`config.mk`:
```
export PLATFORM = sky130hd
export DESIGN_NAME = sec_rtc_top
export DESIGN_NICKNAME = d
export VERILOG_FILES = /design/src/rtl/sec_rtc_pkg.sv /design/src/rtl/sec_rtc_stage.sv /design/src/rtl/sec_rtc_counter.sv /design/src/rtl/sec_rtc_alarm.sv /design/src/rtl/sec_rtc_top.sv
export SDC_FILE = /design/constraint.sdc
export NUM_CORES = 1
export LEC_CHECK = 0
export BUFFER_PORTS_ARGS = -buffer_cell sky130_fd_sc_hd__buf_2
export CAP_MARGIN = 40
export CORE_MARGIN = 8
export CORE_UTILIZATION = 60
export CTS_BUF_LIST = sky130_fd_sc_hd__clkbuf_4
export DETAILED_ROUTE_END_ITERATION = 8
export PLACE_DENSITY = 0.88
export SYNTH_ARGS = -nofsm -noshare
export SYNTH_HDL_FRONTEND = slang
export SYNTH_SLANG_ARGS = --single-unit
```
`constraint.sdc`:
```
create_clock -name clk_i -period 3.3 [get_ports clk_i]
set_input_delay 0.165 -clock clk_i [delete_from_list [all_inputs] [get_ports clk_i]]
set_output_delay 0.165 -clock clk_i [all_outputs]
set_load 0.05 [all_outputs]
```
`src/rtl/sec_rtc_pkg.sv`:
```
package sec_rtc_pkg;
  localparam logic [7:0] ADDR_VENDOR = 8'h00;
  localparam logic [7:0] ADDR_REV    = 8'h01;
  localparam logic [7:0] ADDR_STS    = 8'h10;
  localparam logic [7:0] ADDR_CTL    = 8'h29;
  localparam int unsigned STS_ALM_BIT   = 3;
  localparam int unsigned CTL_PWRUP_BIT = 2;
  localparam int unsigned CTL_WAKE_BIT  = 3;
endpackage

```
`src/rtl/sec_rtc_stage.sv`:
```
// Multi-byte write assembly: lanes 0..NBYTES-2 staged, last lane commits.
module sec_rtc_stage #(
  parameter int unsigned NBYTES = 4
) (
  input  logic                  clk_i,
  input  logic                  rst_ni,
  input  logic                  wr_i,
  input  logic [NBYTES-1:0]     sel_i,
  input  logic [7:0]            wdata_i,
  output logic                  commit_o,
  output logic [8*NBYTES-1:0]   value_o
);
  localparam int unsigned CW = 8 * NBYTES;

  for (genvar k = 0; k < NBYTES - 1; k++) begin : g_lane
    logic [7:0] hold_q;
    always_ff @(posedge clk_i or negedge rst_ni) begin
      if (!rst_ni)                hold_q <= '0;
      else if (wr_i && sel_i[k])  hold_q <= wdata_i;
    end
    assign value_o[CW-1-8*k -: 8] = hold_q;
  end

  assign value_o[7:0] = wdata_i;
  assign commit_o     = wr_i & sel_i[NBYTES-1];
endmodule

```
`src/rtl/sec_rtc_counter.sv`:
```
module sec_rtc_counter #(
  parameter int unsigned CW = 32
) (
  input  logic          clk_i,
  input  logic          rst_ni,
  input  logic          tick_i,
  input  logic          load_i,
  input  logic [CW-1:0] load_val_i,
  output logic [CW-1:0] cnt_o,
  output logic          step_o,
  output logic [CW-1:0] next_o
);
  logic [CW-1:0] cnt_q;

  // load wins over tick
  assign next_o = load_i ? load_val_i : cnt_q + CW'(1);
  assign step_o = tick_i | load_i;

  always_ff @(posedge clk_i or negedge rst_ni) begin
    if (!rst_ni)     cnt_q <= '0;
    else if (step_o) cnt_q <= next_o;
  end

  assign cnt_o = cnt_q;
endmodule

```
`src/rtl/sec_rtc_alarm.sv`:
```
module sec_rtc_alarm #(
  parameter int unsigned CW = 32
) (
  input  logic          clk_i,
  input  logic          rst_ni,
  input  logic          load_i,
  input  logic [CW-1:0] load_val_i,
  input  logic          step_i,
  input  logic [CW-1:0] next_i,
  output logic [CW-1:0] alarm_o,
  output logic          match_o
);
  logic [CW-1:0] alarm_q;
  logic          armed;

  always_ff @(posedge clk_i or negedge rst_ni) begin
    if (!rst_ni)     alarm_q <= '1;
    else if (load_i) alarm_q <= load_val_i;
  end

  // all-ones is the disarm sentinel
  assign armed   = ~&alarm_q;
  assign match_o = step_i & armed & (next_i == alarm_q);
  assign alarm_o = alarm_q;
endmodule

```
`src/rtl/sec_rtc_top.sv`:
```
module sec_rtc_top
  import sec_rtc_pkg::*;
#(
  parameter int unsigned NBYTES    = 4,
  parameter logic [7:0]  TIME_BASE = 8'h70,
  parameter logic [7:0]  ALM_BASE  = 8'h74,
  parameter logic [7:0]  VENDOR_ID = 8'h5A,
  parameter logic [7:0]  REVISION  = 8'h41
) (
  input  logic       clk_i,
  input  logic       rst_ni,
  input  logic [7:0] addr_i,
  input  logic [7:0] wdata_i,
  input  logic       wr_en_i,
  input  logic       rd_en_i,
  output logic [7:0] rdata_o,
  input  logic       tick_i,
  output logic       irq_o,
  output logic       wake_o,
  output logic       pwrup_o
);
  localparam int unsigned CW = 8 * NBYTES;

  logic [NBYTES-1:0] time_sel, alm_sel;
  logic              time_commit, alm_commit;
  logic [CW-1:0]     time_val, alm_val;
  logic [CW-1:0]     cnt_q, cnt_next, alarm_q, snap_q;
  logic              cnt_step, match;
  logic              sts_q, ctl_wake_q, ctl_pwrup_q, wake_q, pwrup_q;
  logic              sts_clr;
  logic [7:0]        rd_mux, rdata_q;

  for (genvar k = 0; k < NBYTES; k++) begin : g_dec
    assign time_sel[k] = (addr_i == TIME_BASE + 8'(k));
    assign alm_sel[k]  = (addr_i == ALM_BASE + 8'(k));
  end

  sec_rtc_stage #(.NBYTES(NBYTES)) u_time_stage (
    .clk_i, .rst_ni, .wr_i(wr_en_i), .sel_i(time_sel), .wdata_i,
    .commit_o(time_commit), .value_o(time_val)
  );

  sec_rtc_stage #(.NBYTES(NBYTES)) u_alm_stage (
    .clk_i, .rst_ni, .wr_i(wr_en_i), .sel_i(alm_sel), .wdata_i,
    .commit_o(alm_commit), .value_o(alm_val)
  );

  sec_rtc_counter #(.CW(CW)) u_cnt (
    .clk_i, .rst_ni, .tick_i, .load_i(time_commit), .load_val_i(time_val),
    .cnt_o(cnt_q), .step_o(cnt_step), .next_o(cnt_next)
  );

  sec_rtc_alarm #(.CW(CW)) u_alm (
    .clk_i, .rst_ni, .load_i(alm_commit), .load_val_i(alm_val),
    .step_i(cnt_step), .next_i(cnt_next), .alarm_o(alarm_q), .match_o(match)
  );

  assign sts_clr = wr_en_i && (addr_i == ADDR_STS) && wdata_i[STS_ALM_BIT];

  always_ff @(posedge clk_i or negedge rst_ni) begin
    if (!rst_ni) begin
      sts_q       <= 1'b0;
      ctl_wake_q  <= 1'b0;
      ctl_pwrup_q <= 1'b0;
      wake_q      <= 1'b0;
      pwrup_q     <= 1'b0;
    end else begin
      sts_q   <= match | (sts_q & ~sts_clr);   // set wins
      wake_q  <= match & ctl_wake_q;
      pwrup_q <= match & ctl_pwrup_q;
      if (wr_en_i && addr_i == ADDR_CTL) begin
        ctl_wake_q  <= wdata_i[CTL_WAKE_BIT];
        ctl_pwrup_q <= wdata_i[CTL_PWRUP_BIT];
      end
    end
  end

  // capture on top-byte read for coherent follow-up reads
  always_ff @(posedge clk_i or negedge rst_ni) begin
    if (!rst_ni)                       snap_q <= '0;
    else if (rd_en_i && time_sel[0])   snap_q <= cnt_q;
  end

  function automatic logic [7:0] byte_of(input logic [CW-1:0] v, input int unsigned k);
    return v[CW-1-8*k -: 8];
  endfunction

  always_comb begin
    rd_mux = '0;
    if (addr_i == ADDR_VENDOR) rd_mux = VENDOR_ID;
    if (addr_i == ADDR_REV)    rd_mux = REVISION;
    if (addr_i == ADDR_STS)    rd_mux[STS_ALM_BIT] = sts_q;
    if (addr_i == ADDR_CTL) begin
      rd_mux[CTL_WAKE_BIT]  = ctl_wake_q;
      rd_mux[CTL_PWRUP_BIT] = ctl_pwrup_q;
    end
    for (int unsigned k = 0; k < NBYTES; k++) begin
      if (time_sel[k]) rd_mux = (k == 0) ? byte_of(cnt_q, 0) : byte_of(snap_q, k);
      if (alm_sel[k])  rd_mux = byte_of(alarm_q, k);
    end
  end

  always_ff @(posedge clk_i or negedge rst_ni) begin
    if (!rst_ni)      rdata_q <= '0;
    else if (rd_en_i) rdata_q <= rd_mux;
  end

  assign rdata_o = rdata_q;
  assign irq_o   = sts_q;
  assign wake_o  = wake_q;
  assign pwrup_o = pwrup_q;
endmodule

```
Word level (Yosys, flattened, before mapping) --
Cells that the tools add are included.
Storage, ports and cells: register bits after elaboration 149, bits in latches 0, RAM bits 0, memory bits (read-only) 0, memories kept 0
Cells by class: $add $sub $neg 1, multiply operators 0, divide/modulo/power cells 0, order comparisons 0, eq/ne operators 12, shifts and indexed selects 0, muxes and demuxes 13, bitwise logic cells 10, reduce and logical (&&, ||, !) cells 13
Operators by type and width (number):
- $mux W8 | 9
- $eq A8 B7 Y1 const B | 8
- $add A32 B1 Y32 const B | 1
- $eq A32 B32 Y1 | 1
- $mux W32 | 1
- $reduce_and A32 Y1 | 1
- $logic_and A1 B1 Y1 | 10
- $eq A8 B1 Y1 const B | 1
- $eq A8 B5 Y1 const B | 1
- $eq A8 B6 Y1 const B | 1
- $logic_not A8 Y1 | 1
- $and A1 B1 Y1 | 7
- $mux W7 | 1
- $mux W2 | 1
- $or A1 B1 Y1 | 2
- $logic_not A1 Y1 | 1
- $mux W1 | 1
- $not A1 Y1 | 1

Logic depth before layout (Yosys ltp) --
depth after elaboration 13, depth in mapped cells 10

Hierarchy --
Synthesis repeated with hierarchy kept, for this count alone.
Unflattened totals: cell total of the unflattened synthesis 815, area, all modules 8767.2 um2
By module, submodules not included:
- sec_rtc_counter | instances 1, cells each 346, area an instance 2892.8 um2
- sec_rtc_top | instances 1, cells each 227, area an instance 2316.0 um2
- sec_rtc_stage | instances 2, cells each 60, area an instance 957.2 um2
- sec_rtc_alarm | instances 1, cells each 122, area an instance 1644.1 um2

Least setup slack after synthesis --
Ideal clock, no wire load.
path type reg-to-reg, from register u_cnt.cnt_q[1], in the netlist u_cnt.cnt_o[1], to register pwrup_q, in the netlist pwrup_o, data arrival time 2.527 ns, slack 0.685 ns, stages on the path, launching flop included 10, clock period less this slack 2.615 ns, cell sequence dfrtp_1 > ha_1 > and3_1 > nand2_1 > or4_4 > a211oi_1 > o221ai_1 > a2111oi_2 > nand4_1 > nor3b_1
On the way: longest elaborated chain between the ends 5
RTL lines:
- start, declared | line sec_rtc_counter.sv:13 | logic [CW-1:0] cnt_q;
- start signal, assigned | line sec_rtc_counter.sv:21 | else if (step_o) cnt_q <= next_o;
- $add A32 B1 Y32 | line sec_rtc_counter.sv:16 | assign next_o = load_i ? load_val_i : cnt_q + CW'(1);
- $mux W32 | line sec_rtc_counter.sv:16
- $eq A32 B32 Y1 | line sec_rtc_alarm.sv:23 | assign match_o = step_i & armed & (next_i == alarm_q);
- $and A1 B1 Y1 | line sec_rtc_alarm.sv:23
- $and A1 B1 Y1 | line sec_rtc_top.sv:70 | pwrup_q <= match & ctl_pwrup_q;
- end signal, assigned | line sec_rtc_top.sv:70
- end, declared | line sec_rtc_top.sv:29 | logic sts_q, ctl_wake_q, ctl_pwrup_q, wake_q, pwrup_q;
Every way passes these cells. A chain may end at the register's enable or synchronous reset.

Worst setup path after layout --
Ends and elaborated chain as after synthesis.

==> metrics <==
Max Buffers Root-to-Sink 2; Iter 0 DRT Violations around 780; Rows 43; placed cells around 1k; full die area around 18000 um^2; crit share post-route 94.36%; TritonCTS buffer count 17; maxcap violations 0; Post-route DRC 0; Leakage between 4 and 5 nW; CTS tree yes; DRT Pass-1 Iters 6; gate count of the mapped netlist slightly above 800; Worst EP arrival 3.62 ns; Slew @ Worst Pin 0.7407 ns; CTS H-tree depth 4; IO Pins 32; run status finished clean; setup total negative slack 0 ns; Core Util, Final approximately 67%; Pwr Density 441.5 nW/um^2; Total Wirelength approximately 27000 um; via count approximately 7.0k; CTS sink count between 100 and 150; critical path endpoint pwrup_o; area share of the largest cell type after synthesis about 35%; WL per Instance approximately 26 um; total grt overflow 0; die width 134.8 um; Synth area leader dfrtp_1; worst clock skew about 0.02 ns; VDD IR max between 300 and 400 uV; clock input transition at the sequential cells of the worst setup and hold paths ~0.13 ns; Required @ worst endpoint approximately 3.8 ns; final net count roughly 880; vias in the first global route between 6k and 7k; setup bufs post-CTS 0; global-route wire length before repair 41140 um; die height between 100 and 150 um; Port Buffers 31; initial antenna violation count 2; Setup crit start kind flip-flop; Antenna Nets Post-Route 0; reg2reg end pwrup_o; HPWL Detailed between 15000 and 20000 um; Worst Hold Class input pin to flip-flop; crit path kind flip-flop to flip-flop; Hold Vio Cnt, Final 0; RePlAce Congestion around 1.1; synth top area cells dfrtp_1 35%, mux2_2 14%, dfstp_2 9.9%; main flop type after synthesis dfrtp_1; asr flop ratio synth between 90% and 100%; Place WS approximately 0.22 ns; Max-slew headroom 50.21%; Post-synth EDFFs 0; root buf cell clkbuf_4; Post-Syn Area 8463 um^2; Total GRT Usage between 30% and 40%; Via density between 6 and 7; Core ar. 13830 um^2; clk_lat worst skew between 0.5 and 0.6 ns; largest net degree at the start of global routing 74; flop-to-flop setup slack around 0.19 ns; layout cells sized above 1 ~28%; placed cell areas about 8800 um^2; Post-Syn Area per Cell roughly 10 um^2; syn nets 853; critical path fanouts, max 7; Synth cell types 70; fin. max-slew vios 0; minimum clock period 3.114 ns; most common cell after layout, fill and taps aside dfrtp_1; RSZ-0062 raised after global routing false; cells on worst reg2reg path 9; FF+latch count, synth ~150; most frequent cells in the layout 117 x dfrtp_1, 107 x mux2_2, 84 x nand2_1; Initial Util 61.21%; layout filler cell count approximately 1.1k; Critical Path Start u_cnt.cnt_o[1]; Area Overhead vs Synth 9.122%; Ys Warns 0; sequential area share after synthesis about 45%; nature of the critical path endpoint flip-flop; Critical R2R Launch u_cnt.cnt_o[1]; fin area approximately 9200 um^2; fin cells between 1k and 1.5k; FMAX around 0.32 GHz; setup violators final 0; Final WS setup approximately 0.19 ns
[power breakdown]
group / switching [mW] / total, mW / internal [mW]
Combinational: 0.414 / 0.703 / 0.289
Clock: 0.706 / 1.27 / 0.565
Sequential: 0.166 / 2.10 / 1.94
Total: 1.29 / 4.08 / 2.79
[what timing repair did]
item,4_1_cts,5_1_grt
hold buffers,10,0
hold endpoints to repair,84,0
resized for setup,0,1
setup endpoints to repair,0,2
[registers in the layout, summed over array words and instances, names as in the netlist]
register and count:
u_time_stage.g_lane.hold_q 24, ctl_pwrup_q 1, u_cnt.cnt_o 32, snap_q 24, irq_o 1, pwrup_o 1
u_alm_stage.g_lane.hold_q 24, wake_o 1, ctl_wake_q 1, u_alm.alarm_o 32, rdata_o 8
[through the flow]
stage	hold WS (ns)	total power, mW
6_report	0.02597	4.077
5_1_grt	0.03417	4.232
4_1_cts	0.009847	4.069
3_5_place_dp	0.2168	2.806
3_3_place_gp	0.2089	2.787
2_1_floorplan	-0.1306	2.576
[how the worst min path moves through the flow]
stage               cells past startpoint               to       start  slack [ns]
CTS                                     3   u_cnt.cnt_o[3]  wdata_i[3]        0.01
global route                            3   u_cnt.cnt_o[3]  wdata_i[3]        0.03
floorplan                               0      ctl_pwrup_q      rst_ni       -0.13
global placement                        1  u_cnt.cnt_o[27]      rst_ni        0.21
finish                                  3   u_cnt.cnt_o[3]  wdata_i[3]        0.03
detailed placement                      1           wake_o      rst_ni        0.22
[synthesized netlist by cell type, drive strengths merged (8+ instances only)]
master / count
nor3: 16
nand3: 25
a21oi: 23
dfrtp: 117
nand2b: 8
nand2: 84
nand4: 30
or4: 8
nor2: 43
buf: 21
mux2: 107
xor2: 46
o21ai: 40
a31oi: 15
xnor2: 43
nor4: 18
dfstp: 32
clkbuf: 42
inv: 8
[critical path, cell delays in order (launching register included)]
cell and delay (ns):
dfrtp_1 0.47, ha_2 0.27, and3_1 0.24, nand2_1 0.20
or4_4 0.56, a211oi_1 0.25, o221ai_1 0.20, a2111oi_2 0.36
nand4_1 0.22, nor3b_1 0.25
[cells by family after synthesis]
kind of cell,after synthesis,share of synthesized area [%]
AOI/OAI and AO/OA,137,10.79
DFF,149,44.53
xor gates and xnor gates,89,9.211
buffers and inverters,71,3.563
and+or+nand+nor,270,16.69
adders and majority gates,1,0.1478
muxes,114,15.07
[area by class of cell]
type                       count  area (um^2)  share of cell area, %
clock inverter                12        168.9                  1.829
multi-input combinational    611         4400                  47.65
antenna                        1        2.502                0.02710
tap                          180        225.2                  2.439
clock buffer                  20        150.1                  1.626
sequential                   149         3769                  40.81
inverter                       8        30.03                 0.3252
timing repair buffer          68        489.2                  5.297
[layer usage]
metal	vias to the layer above	GRT usage [%]	share of wire, %
met5	-	0	0.041
met4	2	11.85	3.7
met3	77	9.250	11
met2	413	45.12	44
met1	3483	40.79	41
li1	3074	-	-
No activity file was read; power rests on OpenSTA's default activity.
